[config.mk]
export PLATFORM = sky130hd
export DESIGN_NAME = phy_lnk_seq
export DESIGN_NICKNAME = d
export VERILOG_FILES = /design/src/rtl/phy_lnk_pkg.sv /design/src/rtl/phy_lnk_pend.sv /design/src/rtl/phy_lnk_ldec.sv /design/src/rtl/phy_lnk_fsm.sv /design/src/rtl/phy_lnk_seq.sv
export SDC_FILE = /design/constraint.sdc
export NUM_CORES = 1
export LEC_CHECK = 0
export ABC_AREA = 1
export CAP_MARGIN = 20
export CORE_MARGIN = 4
export CORE_UTILIZATION = 55
export DETAILED_ROUTE_END_ITERATION = 6
export DONT_BUFFER_PORTS = 1
export GPL_ROUTABILITY_DRIVEN = 0
export MAX_ROUTING_LAYER = met4
export PLACE_DENSITY = 0.8
export SYNTH_ARGS = -nofsm -noshare
export SYNTH_HDL_FRONTEND = slang
export SYNTH_SLANG_ARGS = --single-unit
[constraint.sdc]
create_clock -name clk_i -period 1.48 [get_ports clk_i]
set_input_delay 0.222 -clock clk_i [delete_from_list [all_inputs] [get_ports clk_i]]
set_output_delay 0.222 -clock clk_i [all_outputs]
set_load 0.05 [all_outputs]
[src/rtl/phy_lnk_pkg.sv]
`timescale 1ns/1ps
package phy_lnk_pkg;
  typedef enum logic [1:0] {
    PC_IDLE  = 2'b00,
    PC_STAT  = 2'b01,
    PC_RECV  = 2'b10,
    PC_GRANT = 2'b11
  } phy_code_e;

  typedef enum logic [1:0] {
    LC_RELEASE = 2'b00,
    LC_HOLD    = 2'b01,
    LC_XMIT    = 2'b10,
    LC_RSVD    = 2'b11
  } link_code_e;

  typedef enum logic [2:0] {
    OP_IDLE  = 3'd0,
    OP_STAT  = 3'd1,
    OP_RECV  = 3'd2,
    OP_GRANT = 3'd3,
    OP_HOLD  = 3'd4,
    OP_XMIT  = 3'd5
  } op_e;

  typedef enum logic [2:0] {
    S_IDLE  = 3'd0,
    S_STAT  = 3'd1,
    S_RECV  = 3'd2,
    S_GRANT = 3'd3,
    S_LINK  = 3'd4
  } state_e;
endpackage

[src/rtl/phy_lnk_pend.sv]
`timescale 1ns/1ps
module phy_lnk_pend #(
  parameter int LEN_W   = 4,
  parameter bit HAS_LEN = 1'b1
) (
  input  logic             clk_i,
  input  logic             rst_ni,
  input  logic             set_i,
  input  logic [LEN_W-1:0] len_i,
  input  logic             clr_i,
  output logic             pend_o,
  output logic [LEN_W-1:0] len_o
);
  logic pend_q;

  // a new request in the cycle its predecessor is taken stays pending
  always_ff @(posedge clk_i or negedge rst_ni) begin
    if (!rst_ni)    pend_q <= 1'b0;
    else if (set_i) pend_q <= 1'b1;
    else if (clr_i) pend_q <= 1'b0;
  end
  assign pend_o = pend_q;

  generate
    if (HAS_LEN) begin : g_len
      logic [LEN_W-1:0] len_q;
      always_ff @(posedge clk_i or negedge rst_ni) begin
        if (!rst_ni)    len_q <= '0;
        else if (set_i) len_q <= len_i;
      end
      assign len_o = len_q;
    end else begin : g_nolen
      logic unused_len;
      assign unused_len = ^len_i;
      assign len_o      = '0;
    end
  endgenerate


  pend_hold_chk: assert property (@(posedge clk_i) disable iff (!rst_ni)
    (pend_o && !clr_i) |=> pend_o);
endmodule

[src/rtl/phy_lnk_ldec.sv]
`timescale 1ns/1ps
module phy_lnk_ldec
  import phy_lnk_pkg::*;
#(
  parameter int DATA_W = 8
) (
  input  logic              own_i,
  input  logic [1:0]        ctl_i,
  input  logic [DATA_W-1:0] data_i,
  output logic              release_o,
  output logic              hold_o,
  output logic              xmit_o,
  output logic              err_o,
  output logic [DATA_W-1:0] tx_data_o
);
  always_comb begin
    release_o = 1'b0;
    hold_o    = 1'b0;
    xmit_o    = 1'b0;
    err_o     = 1'b0;
    if (own_i) begin
      unique case (link_code_e'(ctl_i))
        LC_RELEASE: release_o = 1'b1;
        LC_HOLD:    hold_o    = 1'b1;
        LC_XMIT:    xmit_o    = 1'b1;
        LC_RSVD: begin
          hold_o = 1'b1;  // reserved treated as hold
          err_o  = 1'b1;
        end
        default: ;
      endcase
    end
  end

  assign tx_data_o = xmit_o ? data_i : '0;
endmodule

[src/rtl/phy_lnk_fsm.sv]
`timescale 1ns/1ps
module phy_lnk_fsm
  import phy_lnk_pkg::*;
#(
  parameter int LEN_W = 4
) (
  input  logic             clk_i,
  input  logic             rst_ni,
  input  logic             rx_pend_i,
  input  logic [LEN_W-1:0] rx_len_i,
  input  logic             stat_pend_i,
  input  logic [LEN_W-1:0] stat_len_i,
  input  logic             arb_pend_i,
  input  logic             release_i,
  output state_e           state_o,
  output logic             clr_rx_o,
  output logic             clr_stat_o,
  output logic             clr_arb_o
);
  state_e           state_q, state_d;
  logic [LEN_W-1:0] cnt_q, cnt_d;

  function automatic logic [LEN_W-1:0] last_idx(input logic [LEN_W-1:0] len);
    return (len == '0) ? '0 : len - 1'b1;
  endfunction

  always_comb begin
    state_d    = state_q;
    cnt_d      = cnt_q;
    clr_rx_o   = 1'b0;
    clr_stat_o = 1'b0;
    clr_arb_o  = 1'b0;
    unique case (state_q)
      S_IDLE: begin
        if (rx_pend_i) begin
          state_d  = S_RECV;
          cnt_d    = last_idx(rx_len_i);
          clr_rx_o = 1'b1;
        end else if (arb_pend_i) begin
          state_d   = S_GRANT;
          clr_arb_o = 1'b1;
        end else if (stat_pend_i) begin
          state_d    = S_STAT;
          cnt_d      = last_idx(stat_len_i);
          clr_stat_o = 1'b1;
        end
      end
      S_STAT, S_RECV: begin
        if (cnt_q == '0) state_d = S_IDLE;
        else             cnt_d   = cnt_q - 1'b1;
      end
      S_GRANT: state_d = S_LINK;
      S_LINK:  if (release_i) state_d = S_IDLE;
      default: state_d = S_IDLE;
    endcase
  end

  always_ff @(posedge clk_i or negedge rst_ni) begin
    if (!rst_ni) begin
      state_q <= S_IDLE;
      cnt_q   <= '0;
    end else begin
      state_q <= state_d;
      cnt_q   <= cnt_d;
    end
  end

  assign state_o = state_q;


  rx_first_chk: assert property (@(posedge clk_i) disable iff (!rst_ni)
    (state_q == S_IDLE && rx_pend_i && stat_pend_i) |=> (state_q == S_RECV));


  idle_between_chk: assert property (@(posedge clk_i) disable iff (!rst_ni)
    (state_q inside {S_STAT, S_RECV} && cnt_q == '0) |=> (state_q == S_IDLE));
endmodule

[src/rtl/phy_lnk_seq.sv]
`timescale 1ns/1ps
module phy_lnk_seq
  import phy_lnk_pkg::*;
#(
  parameter int DATA_W = 8,
  parameter int LEN_W  = 4
) (
  input  logic              clk_i,
  input  logic              rst_ni,
  input  logic              stat_req_i,
  input  logic [LEN_W-1:0]  stat_len_i,
  input  logic              rx_req_i,
  input  logic [LEN_W-1:0]  rx_len_i,
  input  logic              arb_won_i,
  input  logic [DATA_W-1:0] pay_i,
  output logic              pay_rd_o,
  input  logic [1:0]        ctl_i,
  output logic [1:0]        ctl_o,
  output logic              ctl_oe_o,
  input  logic [DATA_W-1:0] data_i,
  output logic [DATA_W-1:0] data_o,
  output logic              data_oe_o,
  output logic              tx_valid_o,
  output logic [DATA_W-1:0] tx_data_o,
  output logic              err_o,
  output logic [2:0]        op_o
);
  localparam int NCH = 3;  // 0 receive, 1 status, 2 arbitration

  logic [NCH-1:0]            ch_set, ch_clr, ch_pend;
  logic [NCH-1:0][LEN_W-1:0] ch_len_in, ch_len;
  state_e                    state;
  logic                      link_own, rel, hold, xmit, rsvd;

  assign ch_set    = {arb_won_i, stat_req_i, rx_req_i};
  assign ch_len_in = {{LEN_W{1'b0}}, stat_len_i, rx_len_i};

  generate
    for (genvar g = 0; g < NCH; g++) begin : g_ch
      phy_lnk_pend #(.LEN_W(LEN_W), .HAS_LEN(g != NCH - 1)) i_pend (
        .clk_i (clk_i),
        .rst_ni(rst_ni),
        .set_i (ch_set[g]),
        .len_i (ch_len_in[g]),
        .clr_i (ch_clr[g]),
        .pend_o(ch_pend[g]),
        .len_o (ch_len[g])
      );
    end
  endgenerate

  phy_lnk_fsm #(.LEN_W(LEN_W)) i_fsm (
    .clk_i      (clk_i),
    .rst_ni     (rst_ni),
    .rx_pend_i  (ch_pend[0]),
    .rx_len_i   (ch_len[0]),
    .stat_pend_i(ch_pend[1]),
    .stat_len_i (ch_len[1]),
    .arb_pend_i (ch_pend[2]),
    .release_i  (rel),
    .state_o    (state),
    .clr_rx_o   (ch_clr[0]),
    .clr_stat_o (ch_clr[1]),
    .clr_arb_o  (ch_clr[2])
  );

  logic unused_arb_len;
  assign unused_arb_len = ^ch_len[2];

  assign link_own = (state == S_LINK);

  phy_lnk_ldec #(.DATA_W(DATA_W)) i_ldec (
    .own_i    (link_own),
    .ctl_i    (ctl_i),
    .data_i   (data_i),
    .release_o(rel),
    .hold_o   (hold),
    .xmit_o   (xmit),
    .err_o    (rsvd),
    .tx_data_o(tx_data_o)
  );

  always_comb begin
    unique case (state)
      S_STAT:  ctl_o = PC_STAT;
      S_RECV:  ctl_o = PC_RECV;
      S_GRANT: ctl_o = PC_GRANT;
      default: ctl_o = PC_IDLE;
    endcase
  end

  always_comb begin
    unique case (state)
      S_STAT:  op_o = OP_STAT;
      S_RECV:  op_o = OP_RECV;
      S_GRANT: op_o = OP_GRANT;
      S_LINK:  op_o = xmit ? OP_XMIT : (hold ? OP_HOLD : OP_IDLE);
      default: op_o = OP_IDLE;
    endcase
  end

  assign ctl_oe_o   = !link_own;
  assign data_oe_o  = !link_own;
  assign pay_rd_o   = (state == S_STAT) || (state == S_RECV);
  assign data_o     = pay_rd_o ? pay_i : '0;
  assign tx_valid_o = xmit;
  assign err_o      = rsvd;


  grant_once_chk: assert property (@(posedge clk_i) disable iff (!rst_ni)
    (ctl_oe_o && ctl_o == 2'b11) |=> !ctl_oe_o);


  bus_free_chk: assert property (@(posedge clk_i) disable iff (!rst_ni)
    (tx_valid_o || err_o) |-> (!ctl_oe_o && !data_oe_o));


  rsvd_hold_chk: assert property (@(posedge clk_i) disable iff (!rst_ni)
    err_o |-> (op_o == 3'd4));


  release_chk: assert property (@(posedge clk_i) disable iff (!rst_ni)
    (!ctl_oe_o && ctl_i == 2'b00) |=> (ctl_oe_o && ctl_o == 2'b00));


  gap_chk: assert property (@(posedge clk_i) disable iff (!rst_ni)
    $fell(pay_rd_o) |-> (ctl_oe_o && ctl_o == 2'b00));


  rd_code_chk: assert property (@(posedge clk_i) disable iff (!rst_ni)
    pay_rd_o |-> (ctl_oe_o && (ctl_o == 2'b01 || ctl_o == 2'b10)));
endmodule

==> results of run 1 <==
per-stage QoR:
| stage | utilization (%) | cell area (um^2) | setup TNS, ps |
|---|---|---|---|
| 2_1_floorplan | - | 1320 | -2630 |
| 3_3_place_gp | 83.7 | 1730 | 0 |
| 3_5_place_dp | 83.7 | 1730 | -543 |
| 4_1_cts | 94.9 | 1960 | -4510 |
cells by family after synthesis:
family	count (synthesis)	share of synthesized area, %
simple gates	100	38.5
flops	18	36.3
xor+xnor	1	0.705
fa+ha+maj	1	1.01
buf+inv	42	13.7
mux	2	1.81
compound gates	19	8.06
repair_timing:
action,in CTS
pin swaps,7
hold buffers,1
gates resized for setup,31
setup buffers,11
setup endpoints to repair,24
gates cloned,1
endpoints found under the hold margin,18
==> impl_metrics.py, run 1 <==
metrics = {
    "run_status": {
        "outcome": "aborted with a tool error",
        "failing_step": "5_1_grt",
        "tool.error": "[ERROR DPL-0038] Utilization greater than 100%, impossible to legalize",
    },
    "synth": {
        "synth.net_count": 215,
        "yosysTopAreaCell": "dfrtp_1",
        "netlist_instances": 183,
        "yosysMostFrequentCell": "nand2_1",
        "synth_area_per_cell_um2": 6.79,
        "ys_top_cells_by_count": "48 x nand2_1, 36 x inv_1, 26 x nor2_1",
        "async_reset_ff_share_pct": 100,
        "yosys_register_bits": 18,
        "yosys_most_used_dff": "dfrtp_1",
        "ys_types": 23,
        "synthesis.area_mm2": 0.00124,
        "ys_warn_count": 0,
        "synth_edf_count": 0,
        "ys_seq_area_share_pct": 36.3,
        "synth_top_area_share_pct": 36.3,
        "synthTopCellsByArea": "dfrtp_1 36%, nand2_1 15%, inv_1 11%",
    },
    "global_route": {
        "grt_max_degree": 19,
    },
    "die": {
        "ioPinCount": 57,
        "start_util_pct": 60.3,
        "row_count": 16,
        "die_h_um": 55.5,
        "die_w_um": 55.5,
    },
    "sta": {
        "worstEpCategory": "output port",
        "postGrtWorstEndpoint": "tx_data_o[0]",
    },
    "place": {
        "io_buffers": 0,
        "placedCellCount": 238,
        "dp_hpwl_mm": 3.04,
        "preCtsSetupSlack_ps": -64.5,
    },
    "clock_tree": {
        "cts-root-buf": "clkbuf_4",
        "numCtsBuffers": 3,
        "cts.sinks": 18,
        "cts.path.max_buffers": 2,
        "cts.htree.levels": 1,
    },
}
==> inputs of run 2 (changes only) <==
--- a/config.mk
+++ b/config.mk
@@ -7,13 +7,12 @@
 export LEC_CHECK = 0
 export ABC_AREA = 1
 export CAP_MARGIN = 20
-export CORE_MARGIN = 4
-export CORE_UTILIZATION = 55
+export CORE_AREA = 4 4 65 67
 export DETAILED_ROUTE_END_ITERATION = 6
+export DIE_AREA = 0 0 69 71
 export DONT_BUFFER_PORTS = 1
 export GPL_ROUTABILITY_DRIVEN = 0
-export MAX_ROUTING_LAYER = met4
-export PLACE_DENSITY = 0.8
+export PLACE_DENSITY_LB_ADDON = 0.15
 export SYNTH_ARGS = -nofsm -noshare
 export SYNTH_HDL_FRONTEND = slang
 export SYNTH_SLANG_ARGS = --single-unit
==> run 2 against run 1 <==
The flow now finishes, with violations (negative setup slack). Synthesized cell count unchanged. Synthesized area stayed put.
==> impl_metrics.py, run 2 <==
metrics = {
    "min_path": {
        "min_path_type": "in2reg",
    },
    "sta": {
        "rsz0062_at_grt": "yes",
        "tightestPinTransition_ps": 847,
        "max_freq_mhz": 595,
        "fin_crit_sh_pct": 114,
        "setup_viol": 22,
        "max_slew_margin_pct": 43.4,
        "hold_viol": 0,
        "fin_skew_ps": 7.30,
        "drv_slew": 0,
        "setup_ws_ps": -200,
        "post-route-min-period_ps": 1680,
    },
    "synth": {
        "ys_top_cells_by_count": "48 x nand2_1, 36 x inv_1, 26 x nor2_1",
        "ys_warn_count": 0,
        "yosysTopAreaCell": "dfrtp_1",
        "yosys_most_used_dff": "dfrtp_1",
        "synth_area_per_cell_um2": 6.79,
        "yosysMostFrequentCell": "nand2_1",
        "netlist_instances": 183,
        "synth_edf_count": 0,
        "synth_top_area_share_pct": 36.3,
        "synthTopCellsByArea": "dfrtp_1 36%, nand2_1 15%, inv_1 11%",
        "synth.net_count": 215,
        "synthesis.area_mm2": 0.00124,
        "async_reset_ff_share_pct": 100,
        "ys_types": 23,
        "ys_seq_area_share_pct": 36.3,
        "yosys_register_bits": 18,
    },
    "layout": {
        "final_common_cell": "nand2_1",
        "synthToLayoutAreaGrowth_pct": 65.9,
        "antenna_cells": 0,
        "largest_register_ffs": 8,
        "fin_nets": 259,
        "fill_cells": 330,
        "layout_common_cells": "46 x nand2_1, 32 x inv_1, 18 x nor2_4, 18 x dfrtp_1",
        "layout-drive-gt1-share_pct": 39.1,
        "final_area_mm2": 0.00206,
    },
    "clock_tree": {
        "cts.sinks": 18,
        "clk_pin_slew_ps": 70,
        "clk_latency_ps": 250,
        "numCtsBuffers": 3,
        "cts-root-buf": "clkbuf_8",
        "cts.htree.levels": 1,
        "cts.path.max_buffers": 2,
        "cts_tree": "yes",
    },
    "place": {
        "io_buffers": 0,
        "placed_area_mm2": 0.00177,
        "dp_hpwl_mm": 2.74,
    },
    "global_route": {
        "gr-total-overflow": 0,
        "grt_max_degree": 19,
        "grt_pass1_vias": 1379,
        "grt_usage_pct": 15.2,
        "antenna_found_initial": 0,
        "grt_pass1_wl_mm": 6.21,
    },
    "setup_path": {
        "start_kind": "register",
        "path_class": "reg2out",
        "cp_max_fo": 10,
        "worst_ep_required_time_ps": 1260,
        "endpoint_kind": "output pin",
        "critPathArrivalTime_ps": 1460,
    },
    "die": {
        "die_area_mm2": 0.00490,
        "ioPinCount": 57,
        "design.core.area_mm2": 0.00363,
        "die_w_um": 69,
        "row_count": 22,
        "die_h_um": 71,
        "start_util_pct": 34.2,
    },
    "routing": {
        "drt-initial-drc-count": 59,
        "wirelength_mm": 3.78,
        "routedWlPerCell_um": 13.8,
        "vias_per_cell": 4.89,
        "ant_nets": 0,
        "dr.pass1.iters": 4,
        "route.detailed.drc": 0,
        "num_vias": 1336,
    },
    "pwr": {
        "total_power_mw": 4.41,
        "power.leakage_nw": 1.06,
        "ir_drop_uv": 796,
        "p_per_area_mw_per_mm2": 2140,
    },
    "job": {
        "maxCapViolCount": 0,
    },
    "run_status": {
        "violations": "negative setup slack",
        "outcome": "complete, but fails checks",
    },
}
[run 2: worst paths after layout]
path / startpoint / end / slack (ps) / depth (start not counted)
setup / recovery: i_fsm.state_o[1] / tx_data_o[0] / -200 / 7
hold / removal: rx_req_i / g_ch[0].i_pend.len_o[0] / 70 / 1
setup reg to reg: i_fsm.state_o[1] / i_fsm.cnt_q[2] / 40 / 9
hold reg to reg: i_fsm.cnt_q[0] / i_fsm.cnt_q[0] / 490 / 2
max in group asynchronous: rst_ni / i_fsm.state_o[1] / 440 / 1
min in group asynchronous: rst_ni / g_ch[0].i_pend.len_o[1] / 520 / 1
[run 2: per-stage QoR]
stage | setup TNS, ps | setup slack [ps] | std cells | util, % | hold WS (ps)
global route | -4460 | -266 | 273 | 56.7 | 62.6
floorplan | -2630 | -217 | 183 | - | -73.6
CTS | -3480 | -209 | 272 | 54.8 | 66.2
global placement | 0 | 29.0 | 261 | 48.7 | -73.0
finish | -2990 | -200 | 273 | 56.7 | 66.6
detailed placement | -7.03 | -7.03 | 261 | 48.7 | -73.0
[run 2: final cells by class]
class | count | area, um^2 | share of cell area (%)
tap | 48 | 60.1 | 2.91
sequential | 18 | 450 | 21.9
inverter | 39 | 146 | 7.10
clock buffer | 3 | 41.3 | 2.00
multi-input combinational | 124 | 813 | 39.5
timing repair buffer | 41 | 549 | 26.7
[run 2: critical path, stage by stage, from the launching register on]
cell and delay (ps):
dfrtp_1 380, nor2_2 140, inv_2 70, nor2_4 110, nand3_4 90, buf_12 160
nor2_4 120, buf_12 140
[run 2: per-layer routing]
metal	part of all wire (%)	vias to the layer above	global-route usage, %	wire, um
met1	40	622	17.1	1500
met4	2.1	0	4.34	80
li1	-	646	-	-
met5	0	-	0	0
met3	6.1	10	3.98	232
met2	52	58	28.3	1960
[run 2: power by group]
group          switching, mW  internal [mW]  leakage [nW]
sequential            0.0961          0.633         0.213
clock                  0.161          0.181        0.0216
combinational           2.08           1.26         0.823
total                   2.33           2.07          1.06
[run 2: repair_timing]
| action | 4_1_cts | 5_1_grt |
|---|---|---|
| hold endpoints to repair | 18 | 0 |
| gates cloned | 1 | 0 |
| pin swaps | 4 | 7 |
| setup buffers | 6 | 2 |
| endpoints found under the setup margin | 23 | 27 |
| gates resized for setup | 32 | 15 |
| hold buffers | 1 | 0 |
[run 2: logic make-up after synthesis]
| logic type | after synthesis | synth area share [%] |
|---|---|---|
| fa+ha+maj | 1 | 1.01 |
| xor+xnor | 1 | 0.705 |
| simple gates | 100 | 38.5 |
| mux | 2 | 1.81 |
| compound gates | 19 | 8.06 |
| buf+inv | 42 | 13.7 |
| flops | 18 | 36.3 |
Note: power is estimated with default switching activity, not from simulation.
==> inputs of run 3 (changes only) <==
--- a/config.mk
+++ b/config.mk
@@ -8,11 +8,11 @@
 export ABC_AREA = 1
 export CAP_MARGIN = 20
 export CORE_AREA = 4 4 65 67
+export CTS_CLUSTER_SIZE = 30
 export DETAILED_ROUTE_END_ITERATION = 6
 export DIE_AREA = 0 0 69 71
 export DONT_BUFFER_PORTS = 1
 export GPL_ROUTABILITY_DRIVEN = 0
-export PLACE_DENSITY_LB_ADDON = 0.15
 export SYNTH_ARGS = -nofsm -noshare
 export SYNTH_HDL_FRONTEND = slang
 export SYNTH_SLANG_ARGS = --single-unit
==> run 3 against run 2 <==
Count of clock-buffer cells in the layout increased by 1. Largest cell class unchanged. Total power fell by 10%. Largest power group unchanged. The run still ends with negative setup slack left. Clock skew shrank 4.1 ps. Critical path type unchanged. Flip-flop and latch count unchanged. Global-route usage is 2.2 points lower.
==> impl_metrics.py, run 3 (synthesis gave the netlist of run 2 again) <==
metrics = {
    "run_status": {
        "outcome": "complete, but fails checks",
        "violations": "negative setup slack",
    },
    "place": {
        "dp_hpwl_mm": 2.43,
        "preCtsSetupSlack_ps": -51.6,
        "placedCellCount": 258,
        "io_buffers": 0,
    },
    "layout": {
        "layout-drive-gt1-share_pct": 34.7,
        "final_core_util_pct": 52.8,
        "fin_nets": 252,
        "antenna_cells": 0,
        "synthToLayoutAreaGrowth_pct": 54.3,
        "largest_register_ffs": 8,
        "final_common_cell": "nand2_1",
        "layout_common_cells": "47 x nand2_1, 33 x inv_1, 18 x dfrtp_1, 13 x buf_12, 12 x nand3_1",
        "fin_cells": 267,
    },
    "setup_path": {
        "endpoint_kind": "output pin",
        "cp_max_fo": 10,
        "start_kind": "register",
        "worst_ep_required_time_ps": 1260,
        "critPathArrivalTime_ps": 1480,
        "path_class": "reg2out",
    },
    "global_route": {
        "grt_pass1_vias": 1209,
        "grt_pass1_wl_mm": 5.33,
        "antenna_found_initial": 0,
        "grt_usage_pct": 13.0,
        "gr-total-overflow": 0,
        "grt_max_degree": 19,
    },
    "sta": {
        "hold_viol": 0,
        "drv_slew": 0,
        "max_slew_margin_pct": 44.6,
        "fin_skew_ps": 3.17,
        "post-route-min-period_ps": 1710,
        "rsz0062_at_grt": "yes",
        "setup_ws_ps": -226,
        "setup_viol": 22,
        "fin_crit_sh_pct": 115,
        "max_freq_mhz": 586,
        "whs_ps": 64.8,
        "tightestPinTransition_ps": 828,
    },
    "routing": {
        "wirelength_mm": 3.18,
        "ant_nets": 0,
        "route.detailed.drc": 0,
        "num_vias": 1217,
        "drt-initial-drc-count": 36,
        "routedWlPerCell_um": 11.9,
        "dr.pass1.iters": 4,
        "vias_per_cell": 4.56,
    },
    "clock_tree": {
        "cts.htree.levels": 1,
        "cts.sinks": 18,
        "cts.path.max_buffers": 2,
        "clk_latency_ps": 250,
        "cts-root-buf": "clkbuf_8",
        "cts_tree": "yes",
        "numCtsBuffers": 3,
        "clk_pin_slew_ps": 70,
    },
    "die": {
        "die_h_um": 71,
        "ioPinCount": 57,
        "row_count": 22,
        "start_util_pct": 34.2,
        "die_w_um": 69,
        "die_area_mm2": 0.00490,
        "design.core.area_mm2": 0.00363,
    },
    "min_path": {
        "min_path_type": "in2reg",
    },
    "pwr": {
        "ir_drop_uv": 917,
        "p_per_area_mw_per_mm2": 2070,
        "power.leakage_nw": 1.00,
    },
    "job": {
        "maxCapViolCount": 0,
    },
}
## run 3: changes by cell type in the layout (fill, tap and decap cells not counted), sizes merged
| cell | before | now |
|---|---|---|
| buf | 40 | 34 |
| nand3 | 18 | 17 |
| clkbuf | 3 | 4 |
## run 3: layout make-up
type,instances,area (um^2)
clock buffers,4,55.1
well taps,48,60.1
repair buffers,35,477
fillers,349,1720
flip-flops and latches,18,450
multi-input cells,123,728
inverters,39,146
## run 3: metal layers
layer	vias to the layer above	share of wire (%)	global-route usage, %	wire length [um]
li1	629	-	-	-
met1	557	42	15.7	1340
met2	27	53	22.9	1690
met3	4	3.7	2.56	116
met4	0	1.0	4.77	33
met5	-	0	0	0
## run 3: path summary, 6_finish.rpt
check	from	endpoint	slack, ps	depth (start not counted)
worst min-delay path	rx_req_i	g_ch[0].i_pend.len_o[2]	60	1
min in group asynchronous	rst_ni	i_fsm.cnt_q[3]	510	1
worst max-delay path	i_fsm.state_o[0]	tx_data_o[6]	-230	7
max in group asynchronous	rst_ni	g_ch[0].i_pend.len_o[3]	460	1
worst max register to register	i_fsm.state_o[0]	i_fsm.cnt_q[2]	90	8
worst min register to register	i_fsm.cnt_q[1]	i_fsm.cnt_q[1]	490	2
## run 3: critical path: stages (launching register included)
cell	delay [ps]
dfrtp_1	390
nor2_2	140
inv_2	80
nor2_4	120
nand3_4	90
buf_12	160
nor2_4	100
buf_12	140
## run 3: power breakdown
part | total [mW] | internal, mW | switching [mW]
Combinational | 2.83 | 1.01 | 1.82
Sequential | 0.728 | 0.632 | 0.0953
Clock | 0.403 | 0.236 | 0.167
Total | 3.96 | 1.88 | 2.08
## run 3: repair_timing
action / 4_1_cts / 5_1_grt
buffers inserted: 4 / 0
resized for setup: 18 / 8
hold endpoints to repair: 18 / 0
pin swaps: 4 / 2
endpoints found under the setup margin: 23 / 27
hold buffers: 1 / 0
## run 3: through the flow
stage               setup TNS [ps]  power, mW  area (um^2)
finish                       -3740       3.96         1920
global route                 -5890       4.26         1920
CTS                          -3670       3.90         1890
detailed placement            -418       3.26         1730
global placement             -7.82       3.22         1730
floorplan                    -2630       2.62         1320
==> inputs of run 4 (changes only) <==
--- a/config.mk
+++ b/config.mk
@@ -6,6 +6,7 @@
 export NUM_CORES = 1
 export LEC_CHECK = 0
 export ABC_AREA = 1
+export ABC_CLOCK_PERIOD_IN_PS = 1480
 export CAP_MARGIN = 20
 export CORE_AREA = 4 4 65 67
 export CTS_CLUSTER_SIZE = 30
@@ -13,6 +14,8 @@
 export DIE_AREA = 0 0 69 71
 export DONT_BUFFER_PORTS = 1
 export GPL_ROUTABILITY_DRIVEN = 0
+export MAX_ROUTING_LAYER = met4
+export PLACE_DENSITY = 0.45
 export SYNTH_ARGS = -nofsm -noshare
 export SYNTH_HDL_FRONTEND = slang
 export SYNTH_SLANG_ARGS = --single-unit
==> run 4 against run 3 <==
The flow still finishes with violations (negative setup slack). Critical path depth did not move. Sequential share of layout area is 0.93 points lower. First-iteration DRC count up 2.8%. Wire length increased by 16%. Clock power decreased by 14%. Critical path type unchanged. Critical endpoint unchanged.
==> impl_metrics.py, run 4 (synthesis gave the netlist of run 2 again) <==
metrics = {
    "run_status": {
        "outcome": "complete, but fails checks",
        "violations": "negative setup slack",
    },
    "clock_tree": {
        "numCtsBuffers": 3,
        "cts_tree": "yes",
        "cts-root-buf": "clkbuf_8",
        "clk_latency_ps": 250,
        "clk_pin_slew_ps": 70,
        "cts.htree.levels": 1,
        "cts.path.max_buffers": 2,
        "cts.sinks": 18,
    },
    "routing": {
        "ant_nets": 0,
        "met2_length_mm": 2.03,
        "num_vias": 1274,
        "topRoutingLayerUsed": "met4",
        "wirelength_mm": 3.67,
        "route.detailed.drc": 0,
        "wl_met3_um": 163,
        "wl_met1_mm": 1.45,
        "vias_per_cell": 4.68,
        "dr.pass1.iters": 4,
        "drt-initial-drc-count": 37,
        "routedWlPerCell_um": 13.5,
    },
    "layout": {
        "layout-drive-gt1-share_pct": 37.1,
        "fin_cells": 272,
        "largest_register_ffs": 8,
        "final_common_cell": "nand2_1",
        "fin_nets": 258,
        "layout_common_cells": "47 x nand2_1, 32 x inv_1, 18 x dfrtp_1, 16 x buf_4, 15 x nor2_4",
        "synthToLayoutAreaGrowth_pct": 60.6,
        "antenna_cells": 0,
        "final_area_mm2": 0.00200,
        "fill_cells": 344,
    },
    "die": {
        "die_h_um": 71,
        "design.core.area_mm2": 0.00363,
        "row_count": 22,
        "start_util_pct": 34.2,
        "ioPinCount": 57,
        "die_w_um": 69,
        "die_area_mm2": 0.00490,
    },
    "global_route": {
        "grt_usage_pct": 15.3,
        "antenna_found_initial": 0,
        "grt_pass1_vias": 1262,
        "grt_max_degree": 19,
        "grt_pass1_wl_mm": 5.93,
        "gr-total-overflow": 0,
    },
    "setup_path": {
        "critPathArrivalTime_ps": 1470,
        "path_class": "reg2out",
        "cp_max_fo": 10,
        "worst_ep_required_time_ps": 1260,
        "worst-r2r-cell-count": 10,
        "start_kind": "register",
        "endpoint_kind": "output pin",
    },
    "pwr": {
        "p_per_area_mw_per_mm2": 2060,
        "total_power_mw": 4.12,
        "ir_drop_uv": 783,
        "power.leakage_nw": 1.04,
    },
    "place": {
        "dp_hpwl_mm": 2.79,
        "placed_area_mm2": 0.00175,
        "placedCellCount": 258,
        "preCtsSetupSlack_ps": -44.3,
        "io_buffers": 0,
    },
    "sta": {
        "post-route-min-period_ps": 1690,
        "rsz0062_at_grt": "yes",
        "max_freq_mhz": 591,
        "fin_skew_ps": 6.67,
        "fin_crit_sh_pct": 114,
        "setup_viol": 22,
        "fin_setup_tns_ps": -3300,
        "setup_ws_ps": -211,
        "max_slew_margin_pct": 42.2,
        "tightestPinTransition_ps": 864,
        "hold_viol": 0,
        "drv_slew": 0,
    },
    "min_path": {
        "hold_path_depth": 1,
        "min_path_type": "in2reg",
    },
    "job": {
        "maxCapViolCount": 0,
    },
}
## run 4: cell count changes in the layout (fill, tap and decap cells not counted), sizes merged
cell and change:
nand3 +1, clkbuf -1, buf +5
## run 4: path summary, 6_finish.rpt
kind	startpoint	to	slack (ps)
worst max-delay path	i_fsm.state_o[0]	tx_data_o[6]	-210
worst min-delay path	rx_req_i	g_ch[0].i_pend.len_o[2]	70
worst max register to register	i_fsm.state_o[0]	i_fsm.state_o[1]	60
worst min register to register	i_fsm.cnt_q[1]	i_fsm.cnt_q[1]	490
max in group asynchronous	rst_ni	g_ch[1].i_pend.len_o[3]	420
min in group asynchronous	rst_ni	i_fsm.cnt_q[1]	520
## run 4: critical path, cell delays in order, from the launching register on
cell     delay [ps]
dfrtp_1         390
nor2_2          140
inv_2            70
nor2_4          110
nand3_4          90
buf_12          160
nor2_4          130
buf_12          140
## run 4: metrics by stage
stage	hold slack (ps)	util [%]
2_1_floorplan	-73.6	-
3_3_place_gp	-72.5	48.0
3_5_place_dp	-72.4	48.0
4_1_cts	61.7	53.0
5_1_grt	57.4	54.9
6_report	65.3	54.9
## run 4: report_power, final
group	internal (mW)	switching, mW	total (mW)
Sequential	0.632	0.0916	0.724
Combinational	1.12	1.93	3.05
Clock	0.181	0.165	0.346
## run 4: cell type report
class | instances | area, um^2 | share of cell area (%)
Tap cell | 48 | 60.1 | 3.01
Clock buffer | 3 | 41.3 | 2.07
Inverter | 39 | 146 | 7.34
Sequential cell | 18 | 450 | 22.6
Multi-Input combinational cell | 124 | 774 | 38.8
Timing Repair Buffer | 40 | 523 | 26.2
## run 4: per-layer routing
layer | vias to the layer above | track usage, %
met3 | 2 | 2.70
met1 | 586 | 16.7
met4 | 0 | 4.34
li1 | 647 | -
met2 | 39 | 28.4
met5 | - | -
## run 4: repair_timing
action	4_1_cts	5_1_grt
setup endpoints to repair	23	23
resized for setup	23	10
hold endpoints to repair	18	0
hold buffers	1	0
gates cloned	0	1
pin swaps	3	7
setup buffers	6	3
